--- config.mk ---
export PLATFORM = sky130hd
export DESIGN_NAME = ds1_tpat_gen
export DESIGN_NICKNAME = d
export VERILOG_FILES = /design/src/rtl/ds1tp_pkg.sv /design/src/rtl/ds1tp_payload.sv /design/src/rtl/ds1tp_framer.sv /design/src/rtl/ds1tp_launch.sv /design/src/rtl/ds1_tpat_gen.sv
export SDC_FILE = /design/constraint.sdc
export NUM_CORES = 1
export LEC_CHECK = 0
export ABC_CLOCK_PERIOD_IN_PS = 4700
export CAP_MARGIN = 20
export CORE_MARGIN = 1.5
export CORE_UTILIZATION = 40
export DETAILED_ROUTE_END_ITERATION = 8
export DONT_BUFFER_PORTS = 1
export HOLD_SLACK_MARGIN = 0.08
export PLACE_DENSITY_LB_ADDON = 0.05
export SLEW_MARGIN = 0
export SYNTH_ARGS = -nofsm -noshare
export SYNTH_HDL_FRONTEND = slang
export SYNTH_SLANG_ARGS = --single-unit
--- constraint.sdc ---
create_clock -name clk -period 4.7 [get_ports clk]
set_input_delay 0.235 -clock clk [delete_from_list [all_inputs] [get_ports clk]]
set_output_delay 0.235 -clock clk [all_outputs]
set_load 0.02 [all_outputs]
--- src/rtl/ds1tp_pkg.sv ---
package ds1tp_pkg;

    localparam int LFSR_W = 23;

    typedef enum logic [2:0] {
        PAT_PRBS15 = 3'b000,
        PAT_PRBS20 = 3'b001,
        PAT_QRSS   = 3'b010,
        PAT_PRBS23 = 3'b011,
        PAT_ALT    = 3'b100,
        PAT_ONES   = 3'b101,
        PAT_SPARE  = 3'b110,
        PAT_USER   = 3'b111
    } pat_e;

    typedef struct packed {
        pat_e sel;
        logic tx_inv;
        logic framed;
        logic esf;
        logic finv;
        logic rise;
    } cfg_t;

    localparam cfg_t CFG_RESET = '{sel: PAT_PRBS15, tx_inv: 1'b0, framed: 1'b0,
                                   esf: 1'b0, finv: 1'b0, rise: 1'b1};

    // bit i = framing bit of superframe frame i+1
    localparam logic [11:0] SF_PATTERN  = 12'b0011_1011_0001;
    // bit i = framing bit of extended frame 4*(i+1)
    localparam logic [5:0]  ESF_PATTERN = 6'b11_0100;

    function automatic logic lfsr_feedback(logic [LFSR_W-1:0] s, pat_e sel);
        case (sel)
            PAT_PRBS15: return s[14] ^ s[13];
            PAT_PRBS20: return s[19] ^ s[2];
            PAT_QRSS:   return s[19] ^ s[16];
            PAT_PRBS23: return s[22] ^ s[17];
            default:    return 1'b0;
        endcase
    endfunction

    function automatic logic uses_lfsr(pat_e sel);
        return (sel == PAT_PRBS15) || (sel == PAT_PRBS20) ||
               (sel == PAT_QRSS)   || (sel == PAT_PRBS23);
    endfunction

endpackage

--- src/rtl/ds1tp_payload.sv ---
module ds1tp_payload
    import ds1tp_pkg::*;
#(
    parameter int USER_W         = 32,
    parameter int QRSS_MAX_ZEROS = 13
) (
    input  logic              clk,
    input  logic              rst,
    input  pat_e              sel,
    input  logic [USER_W-1:0] user_word,
    input  logic              adv,
    output logic              pay_bit
);
    localparam int UIDX_W = $clog2(USER_W);
    localparam int ZC_W   = $clog2(QRSS_MAX_ZEROS + 1);

    logic [LFSR_W-1:0] lfsr_q;
    logic [ZC_W-1:0]   zrun_q;
    logic              alt_q;
    logic [UIDX_W-1:0] uidx_q;
    logic              fb;

    always_comb begin
        fb = lfsr_feedback(lfsr_q, sel);
        case (sel)
            PAT_PRBS15, PAT_PRBS20, PAT_PRBS23: pay_bit = fb;
            PAT_QRSS:  pay_bit = fb | (zrun_q == ZC_W'(QRSS_MAX_ZEROS));
            PAT_ALT:   pay_bit = alt_q;
            PAT_USER:  pay_bit = user_word[uidx_q];
            default:   pay_bit = 1'b1;
        endcase
    end

    always_ff @(posedge clk) begin
        if (rst) begin
            lfsr_q <= '1;
            zrun_q <= '0;
            alt_q  <= 1'b0;
            uidx_q <= UIDX_W'(USER_W - 1);
        end else if (adv) begin
            if (uses_lfsr(sel)) lfsr_q <= {lfsr_q[LFSR_W-2:0], fb};
            if (sel == PAT_QRSS) zrun_q <= pay_bit ? '0 : zrun_q + 1'b1;
            if (sel == PAT_ALT) alt_q <= ~alt_q;
            if (sel == PAT_USER)
                uidx_q <= (uidx_q == '0) ? UIDX_W'(USER_W - 1) : uidx_q - 1'b1;
        end
    end

    // the zero-run counter never passes the forced-one limit
    a_r3_zero_cap: assert property (@(posedge clk) disable iff (rst)
        zrun_q <= ZC_W'(QRSS_MAX_ZEROS));

    // payload state is frozen in cycles with no advance (framing bit slot)
    a_r8_payload_frozen: assert property (@(posedge clk) disable iff (rst)
        !adv |=> $stable(lfsr_q) && $stable(uidx_q) && $stable(alt_q) && $stable(zrun_q));

endmodule

--- src/rtl/ds1tp_framer.sv ---
module ds1tp_framer
    import ds1tp_pkg::*;
#(
    parameter int FRAME_BITS = 193,
    parameter int SF_FRAMES  = 12
) (
    input  logic clk,
    input  logic rst,
    input  logic run,
    input  logic framed,
    input  logic esf,
    input  logic finv,
    output logic fslot,
    output logic fbit
);
    localparam int ESF_FRAMES = 2 * SF_FRAMES;
    localparam int BCNT_W     = $clog2(FRAME_BITS);
    localparam int FCNT_W     = $clog2(ESF_FRAMES);

    logic [BCNT_W-1:0] bcnt_q;
    logic [FCNT_W-1:0] fcnt_q;
    logic [FCNT_W-1:0] sf_idx;
    logic              sf_bit, esf_bit, twelfth;

    always_comb begin
        sf_idx  = (fcnt_q >= FCNT_W'(SF_FRAMES)) ? fcnt_q - FCNT_W'(SF_FRAMES) : fcnt_q;
        sf_bit  = SF_PATTERN[sf_idx];
        esf_bit = (fcnt_q[1:0] == 2'b11) ? ESF_PATTERN[fcnt_q[FCNT_W-1:2]] : 1'b1;
        twelfth = esf ? (fcnt_q == FCNT_W'(SF_FRAMES - 1))
                      : (sf_idx == FCNT_W'(SF_FRAMES - 1));
        fslot   = framed && (bcnt_q == '0);
        fbit    = (esf ? esf_bit : sf_bit) ^ (finv && twelfth);
    end

    always_ff @(posedge clk) begin
        if (rst) begin
            bcnt_q <= '0;
            fcnt_q <= '0;
        end else if (run && framed) begin
            if (bcnt_q == BCNT_W'(FRAME_BITS - 1)) begin
                bcnt_q <= '0;
                fcnt_q <= (fcnt_q == FCNT_W'(ESF_FRAMES - 1)) ? '0 : fcnt_q + 1'b1;
            end else begin
                bcnt_q <= bcnt_q + 1'b1;
            end
        end
    end

    // the last bit of a frame is followed by a framing bit slot
    a_r8_frame_wrap: assert property (@(posedge clk) disable iff (rst)
        (run && framed && bcnt_q == BCNT_W'(FRAME_BITS - 1)) |=> fslot);

    // the frame counter stays inside one extended superframe
    a_r10_frame_range: assert property (@(posedge clk) disable iff (rst)
        fcnt_q < FCNT_W'(ESF_FRAMES));

    // no framing slot while unframed
    a_r7_unframed_quiet: assert property (@(posedge clk) disable iff (rst)
        (!framed && $past(!framed)) |-> $stable(bcnt_q));

endmodule

--- src/rtl/ds1tp_launch.sv ---
module ds1tp_launch (
    input  logic clk,
    input  logic rst,
    input  logic run,
    input  logic bit_in,
    input  logic rise,
    output logic tx_data,
    output logic tx_valid
);
    logic p_data_q, p_vld_q;
    logic n_data_q, n_vld_q;

    always_ff @(posedge clk) begin
        if (rst) begin
            p_data_q <= 1'b0;
            p_vld_q  <= 1'b0;
        end else begin
            p_data_q <= run ? bit_in : 1'b0;
            p_vld_q  <= run;
        end
    end

    always_ff @(negedge clk) begin
        if (rst) begin
            n_data_q <= 1'b0;
            n_vld_q  <= 1'b0;
        end else begin
            n_data_q <= p_data_q;
            n_vld_q  <= p_vld_q;
        end
    end

    assign tx_data  = rise ? p_data_q : n_data_q;
    assign tx_valid = rise ? p_vld_q  : n_vld_q;

    // reset clears the launch register
    a_r1_reset_quiet: assert property (@(posedge clk)
        rst |=> !p_vld_q && !p_data_q);

    // a running generator launches a valid bit on the next edge
    a_r1_launch: assert property (@(posedge clk) disable iff (rst)
        run |=> p_vld_q);

    // the falling-edge copy carries the bit launched on the rising edge
    a_r12_neg_copy: assert property (@(posedge clk) disable iff (rst)
        n_vld_q |-> n_data_q == p_data_q);

endmodule

--- src/rtl/ds1_tpat_gen.sv ---
module ds1_tpat_gen
    import ds1tp_pkg::*;
#(
    parameter int USER_W         = 32,
    parameter int FRAME_BITS     = 193,
    parameter int SF_FRAMES      = 12,
    parameter int QRSS_MAX_ZEROS = 13
) (
    input  logic              clk,
    input  logic              rst,
    input  logic [2:0]        cfg_pattern,
    input  logic              cfg_tx_invert,
    input  logic              cfg_framed,
    input  logic              cfg_esf,
    input  logic              cfg_frame_err,
    input  logic              cfg_rise_edge,
    input  logic [USER_W-1:0] cfg_user_word,
    output logic              tx_data,
    output logic              tx_valid
);
    cfg_t              cfg_q;
    logic [USER_W-1:0] user_q;
    logic              run_q;
    logic              fslot, fbit, pay_bit, adv, out_bit;

    always_ff @(posedge clk) begin
        if (rst) begin
            cfg_q  <= CFG_RESET;
            user_q <= '0;
            run_q  <= 1'b0;
        end else begin
            cfg_q  <= '{sel: pat_e'(cfg_pattern), tx_inv: cfg_tx_invert,
                        framed: cfg_framed, esf: cfg_esf, finv: cfg_frame_err,
                        rise: cfg_rise_edge};
            user_q <= cfg_user_word;
            run_q  <= 1'b1;
        end
    end

    assign adv     = run_q && !fslot;
    assign out_bit = (fslot ? fbit : pay_bit) ^ cfg_q.tx_inv;

    ds1tp_payload #(.USER_W(USER_W), .QRSS_MAX_ZEROS(QRSS_MAX_ZEROS)) u_payload (
        .clk(clk), .rst(rst), .sel(cfg_q.sel), .user_word(user_q),
        .adv(adv), .pay_bit(pay_bit)
    );

    ds1tp_framer #(.FRAME_BITS(FRAME_BITS), .SF_FRAMES(SF_FRAMES)) u_framer (
        .clk(clk), .rst(rst), .run(run_q), .framed(cfg_q.framed),
        .esf(cfg_q.esf), .finv(cfg_q.finv), .fslot(fslot), .fbit(fbit)
    );

    ds1tp_launch u_launch (
        .clk(clk), .rst(rst), .run(run_q), .bit_in(out_bit),
        .rise(cfg_q.rise), .tx_data(tx_data), .tx_valid(tx_valid)
    );

    // the generator only runs once reset has been low for an edge
    a_r1_run_after_reset: assert property (@(posedge clk) disable iff (rst)
        $past(rst) |-> !tx_valid || !cfg_q.rise);

endmodule

## After elaboration in Yosys (flattened, before gate mapping)

Memories as Yosys holds them, arrays and structs flattened. A register that Yosys moved wholly into a read port is not among the register bits.
Index checks and enable logic that the tools add are counted.

| word-level totals | value |
|---|---|
| bits in registers | 91 |
| memory bits (read-only) | 24 |
| input port bits | 42 |
| output and inout port bits | 2 |
| word-level logic and storage cells | 87 |
| memories kept | 2 |

| cells by class | value |
|---|---|
| add/subtract/negate cells | 5 |
| magnitude comparators | 4 |
| equal/unequal tests | 11 |
| multiplexer cells | 20 |
| bitwise operators | 9 |
| reduce and logical (&&, ||, !) cells | 18 |

Memories:

| memory | words | bits a word | rd ports | clocked after memory_dff | write ports | line | text |
|---|---|---|---|---|---|---|---|
| (name not given) | 16 | 1 | 1 | 0 | 0 | ds1tp_framer.sv:27 | `sf_bit = SF_PATTERN[sf_idx];` |
| (name not given) | 8 | 1 | 1 | 1 | 0 | ds1tp_framer.sv:28 | `esf_bit = (fcnt_q[1:0] == 2'b11) ? ESF_PATTERN[fcnt_q[FCNT_W-1:2]] : 1'b1;` |

Operator list:

| operator | number |
|---|---|
| $mux 5 | 3 |
| $eq 5x4->1 const B | 2 |
| $mux 1 | 10 |
| $reduce_and 2->1 | 5 |
| $add 8x1->8 const B | 1 |
| $eq 8x8->1 const B | 1 |
| $logic_not 8->1 | 1 |
| $mux 8 | 1 |
| $pmux 1 s4 | 2 |
| $eq 3x2->1 const B | 2 |
| $eq 3x3->1 const B | 2 |
| $lt 5x6->1 const B | 1 |
| $mux 3 | 2 |
| $xor 1x1->1 | 6 |
| $add 5x1->5 const B | 1 |
| $bmux 1 s5 | 1 |
| $eq 5x5->1 const B | 1 |
| $ge 5x4->1 const B | 1 |
| $logic_not 5->1 | 1 |
| $lt 5x5->1 const B | 1 |
| $sub 5x1->5 const B | 1 |
| $sub 5x4->5 const B | 1 |
| $add 4x1->4 const B | 1 |
| $eq 4x4->1 const B | 1 |
| 12 further kinds | 18 |

## Longest topological paths before layout

| depth | value |
|---|---|
| word-level depth | 8 |
| depth in mapped cells | 10 |
| gate-level depth less buffers | 9 |

## Hierarchy

From an unflattened synthesis, not the netlist that was laid out.

| second synthesis, totals | value |
|---|---|
| cells, all modules | 411 |
| area total of the unflattened synthesis | 3945.0 µm² |

By module, submodules not included:

| module | instances | cells each | area each (µm²) | sequential area each (µm²) |
|---|---|---|---|---|
| ds1tp_payload | 1 | 206 | 1783.0 | 660.6 |
| ds1_tpat_gen | 1 | 89 | 1126.1 | 820.8 |
| ds1tp_framer | 1 | 105 | 894.6 | 280.3 |
| ds1tp_launch | 1 | 11 | 141.4 | 80.1 |

==> results.md <==
- Adder-cell share of the synthesized area: 3.25%
- CTS Buf Count: 9
- HP Class: in2reg
- DR iter-0 viols: 132
- CTS resizes: 0
- Die area: 10,200 um^2
- CP bufs+invs: 0
- Slew margin rel.: 32.9%
- Initial antenna violation count: 0
- Worst Tran Pin Value: 1.01 ns
- Post-route DRC: 0
- Die width: 101 um
- Initial core utilization: 41.5%
- Synthesized area: 3850 um^2
- CP cell instances: mux2_2
- GR Util met3: 5.18%
- Die Span Y: 101 um
- Top_reg_cell synth: dfxtp_1
- Net Sw Frac: 25.0%
- Cells after synthesis: 419
- Worst Path Max Fanout: 1
- Via Count: 2,849
- Routed Antenna Nets: 0
- Final Max Tran Viols: 0
- Met2 Use GR: 24.4%
- Clk sinks: 92
- Final hold vios: 0
- Critical-path top delay cell: mux2_2
- Mux cell area share after synthesis: 7.17%
- Pleak: 1.86 nW
- CORE AREA: 9280 um^2
- Inst Count DP: 525
- Xor and xnor area share after synthesis: 3.41%
- First-pass GRT wire length: 12.5 mm
- Max clock buf depth: 2
- Critical path data required time: 4.47 ns
- Reg2Reg Setup Slack: 1.84 ns
- Worst EP arrival: 3.33 ns
- Syn avg cell area: 9.20 um^2
- Largest family of logic cells by synthesized area: simple AND/OR/NAND/NOR gates
- Ports: 44
- Ys async rst share: 0%
- GRT Max-Usage Layer: met2
- Crit start category: flip-flop
- RSZ-0062 raised after global routing: false
- Clk network pwr share: 33.2%
- Crit path kind: reg2out
- Internal power component: 1.09 mW
- Clock transition at path regs: 0.09 ns
- Largest net degree at the start of global routing: 52
- Maxcap violations: 0
- Critical path's largest stage delay: 0.31 ns
- Worst-Skew Late Latency: 0.38 ns
- Root buf cell: clkbuf_8
- DR vias/cell: 4.89
- Compound-Gate Fraction of Synth Area: 7.79%
- Detailed Route WL: 7.22 mm
- Seq pwr share: 57.8%
- Final setup fails: 0
- Non-Filler Instances: 583
- # nets final: 501
- Share of post-route cells with drive strength above 1: 7.27%
- Grt ovf: 0
- Unique masters post-synth: 46
- Area growth from synthesis to layout: 17.8%
- Simple-gate share of the synthesized area: 26.7%
- EDFF count, synth: 0
- Yosys warnings: 0
- Gate power share: 9.0%
- # rows: 35
- CTS tree: yes
- Run status: finished clean
- Switching power: 0.361 mW
- Layout Utilization: 48.9%
- IO buf count: 0
- Post-synth net total: 471
- Hold_ws: 0.194 ns
- Maximum vdd drop: 163 uV
- P per Cell Area: 318 nW/um^2
- Fin Setup TNS: 0 ns
- Final Wtd Congestion: 0.765
- Diodes inserted: 0
- Final Skew: 0.0359 ns
- Synthesized flop and latch total: 92
- Drt pass-1 iters: 4
- # H-tree levels: 3
- Met1 usage: 19.9%
- Wirelength per Cell: 12.4 um
- Top delay family on crit path: multiplexers
- Vias in the first global route: 2,691
- Seq/Total Area, Yosys: 47.8%
- GRT Util Overall: 15.5%
- Worst Setup End Kind: output port
- Hpwl dp: 4.61 mm
## metrics by stage
stage | cell area (um^2) | setup slack [ns] | power, mW
2_1_floorplan | 3850 | 1.39 | 0.941
3_3_place_gp | 3940 | 1.53 | 0.954
3_5_place_dp | 3940 | 1.52 | 0.956
4_1_cts | 4540 | 1.11 | 1.47
5_1_grt | 4540 | 1.07 | 1.53
6_report | 4540 | 1.13 | 1.45
## kinds of logic (layout without fill, tap and decap cells)
group	count (synthesis)	after routing
AOI/OAI and AO/OA	41	41
xor gates and xnor gates	15	15
adders and majority gates	10	10
buffers and inverters	39	74
DFF	92	92
muxes	18	18
and+or+nand+nor	204	204
## Yosys cell counts (all sizes together) (8+ instances only)
master	instances	area share, %
a21oi	8	1.0
nand2	67	6.5
nor2	25	2.4
clkbuf	18	1.8
dfxtp	92	48
nand3	34	4.4
inv	16	1.6
o21ai	9	1.2
xnor2	8	1.8
ha	10	3.2
nor2b	45	7.3
## path summary, 6_finish.rpt
| path | depth (start not counted) | end | from |
|---|---|---|---|
| worst max-delay path | 1 | tx_data | u_launch.n_data_q$_SDFF_NP0_ |
| worst min-delay path | 2 | user_q[27]$_SDFF_PP0_ | rst |
| worst max register to register | 1 | u_launch.n_data_q$_SDFF_NP0_ | u_launch.p_data_q$_SDFF_PP0_ |
| worst min register to register | 2 | u_payload.lfsr_q[8]$_SDFFE_PP1P_ | u_payload.lfsr_q[7]$_SDFFE_PP1P_ |
## flip-flops by register name, summed over array words and instances (netlist names), named ones only
register           cells
u_payload.uidx_q       5
u_payload.lfsr_q      23
u_payload.alt_q        1
u_launch.n_vld_q       1
u_framer.bcnt_q        8
cfg_q                  8
u_payload.zrun_q       4
run_q                  1
u_framer.fcnt_q        5
u_launch.p_data_q      1
u_launch.p_vld_q       1
u_launch.n_data_q      1
user_q                32
## power groups by stage
stage,clock network [mW],logic (mW),registers [mW]
floorplan,0.00400,0.0884,0.848
global placement,0.00400,0.0963,0.854
detailed placement,0.00400,0.0973,0.855
CTS,0.501,0.131,0.837
global route,0.545,0.146,0.841
finish,0.481,0.130,0.836
## final cells by class
class,count,area (um^2)
fill,902,4740
multi-input combinational,288,1880
sequential,92,1840
timing repair buffer,41,420
tap,129,161
clock buffer,10,128
inverter,15,56.3
clock inverter,8,55.1
## repair_timing
| item | 4_1_cts | 5_1_grt |
|---|---|---|
| hold endpoints to repair | 51 | 0 |
| hold buffers | 41 | 0 |
| buffers inserted | 0 | 0 |
## routing by layer
metal,vias up,share of wire (%)
met2,73,45
li1,1463,-
met3,6,4.8
met5,-,0
met4,0,1.1
met1,1307,49
## cell usage in the layout, fill, tap and decap left out, types with 4 or more instances in the layout
cell type | synthesis | routed
dfxtp_1 | 92 | 92
nand2_1 | 67 | 67
nor2b_1 | 45 | 45
dlygate4sd3_1 | 0 | 40
nand3_1 | 34 | 34
nor2_1 | 25 | 25
inv_1 | 16 | 17
ha_1 | 10 | 10
o21ai_0 | 9 | 9
clkbuf_8 | 0 | 9
xnor2_1 | 8 | 8
a21oi_1 | 8 | 8
mux2i_1 | 7 | 7
xor2_1 | 7 | 7
mux4_2 | 6 | 6
nand4_1 | 6 | 6
or3_1 | 5 | 5
mux2_2 | 4 | 4
(Power assumes the default switching activity.)
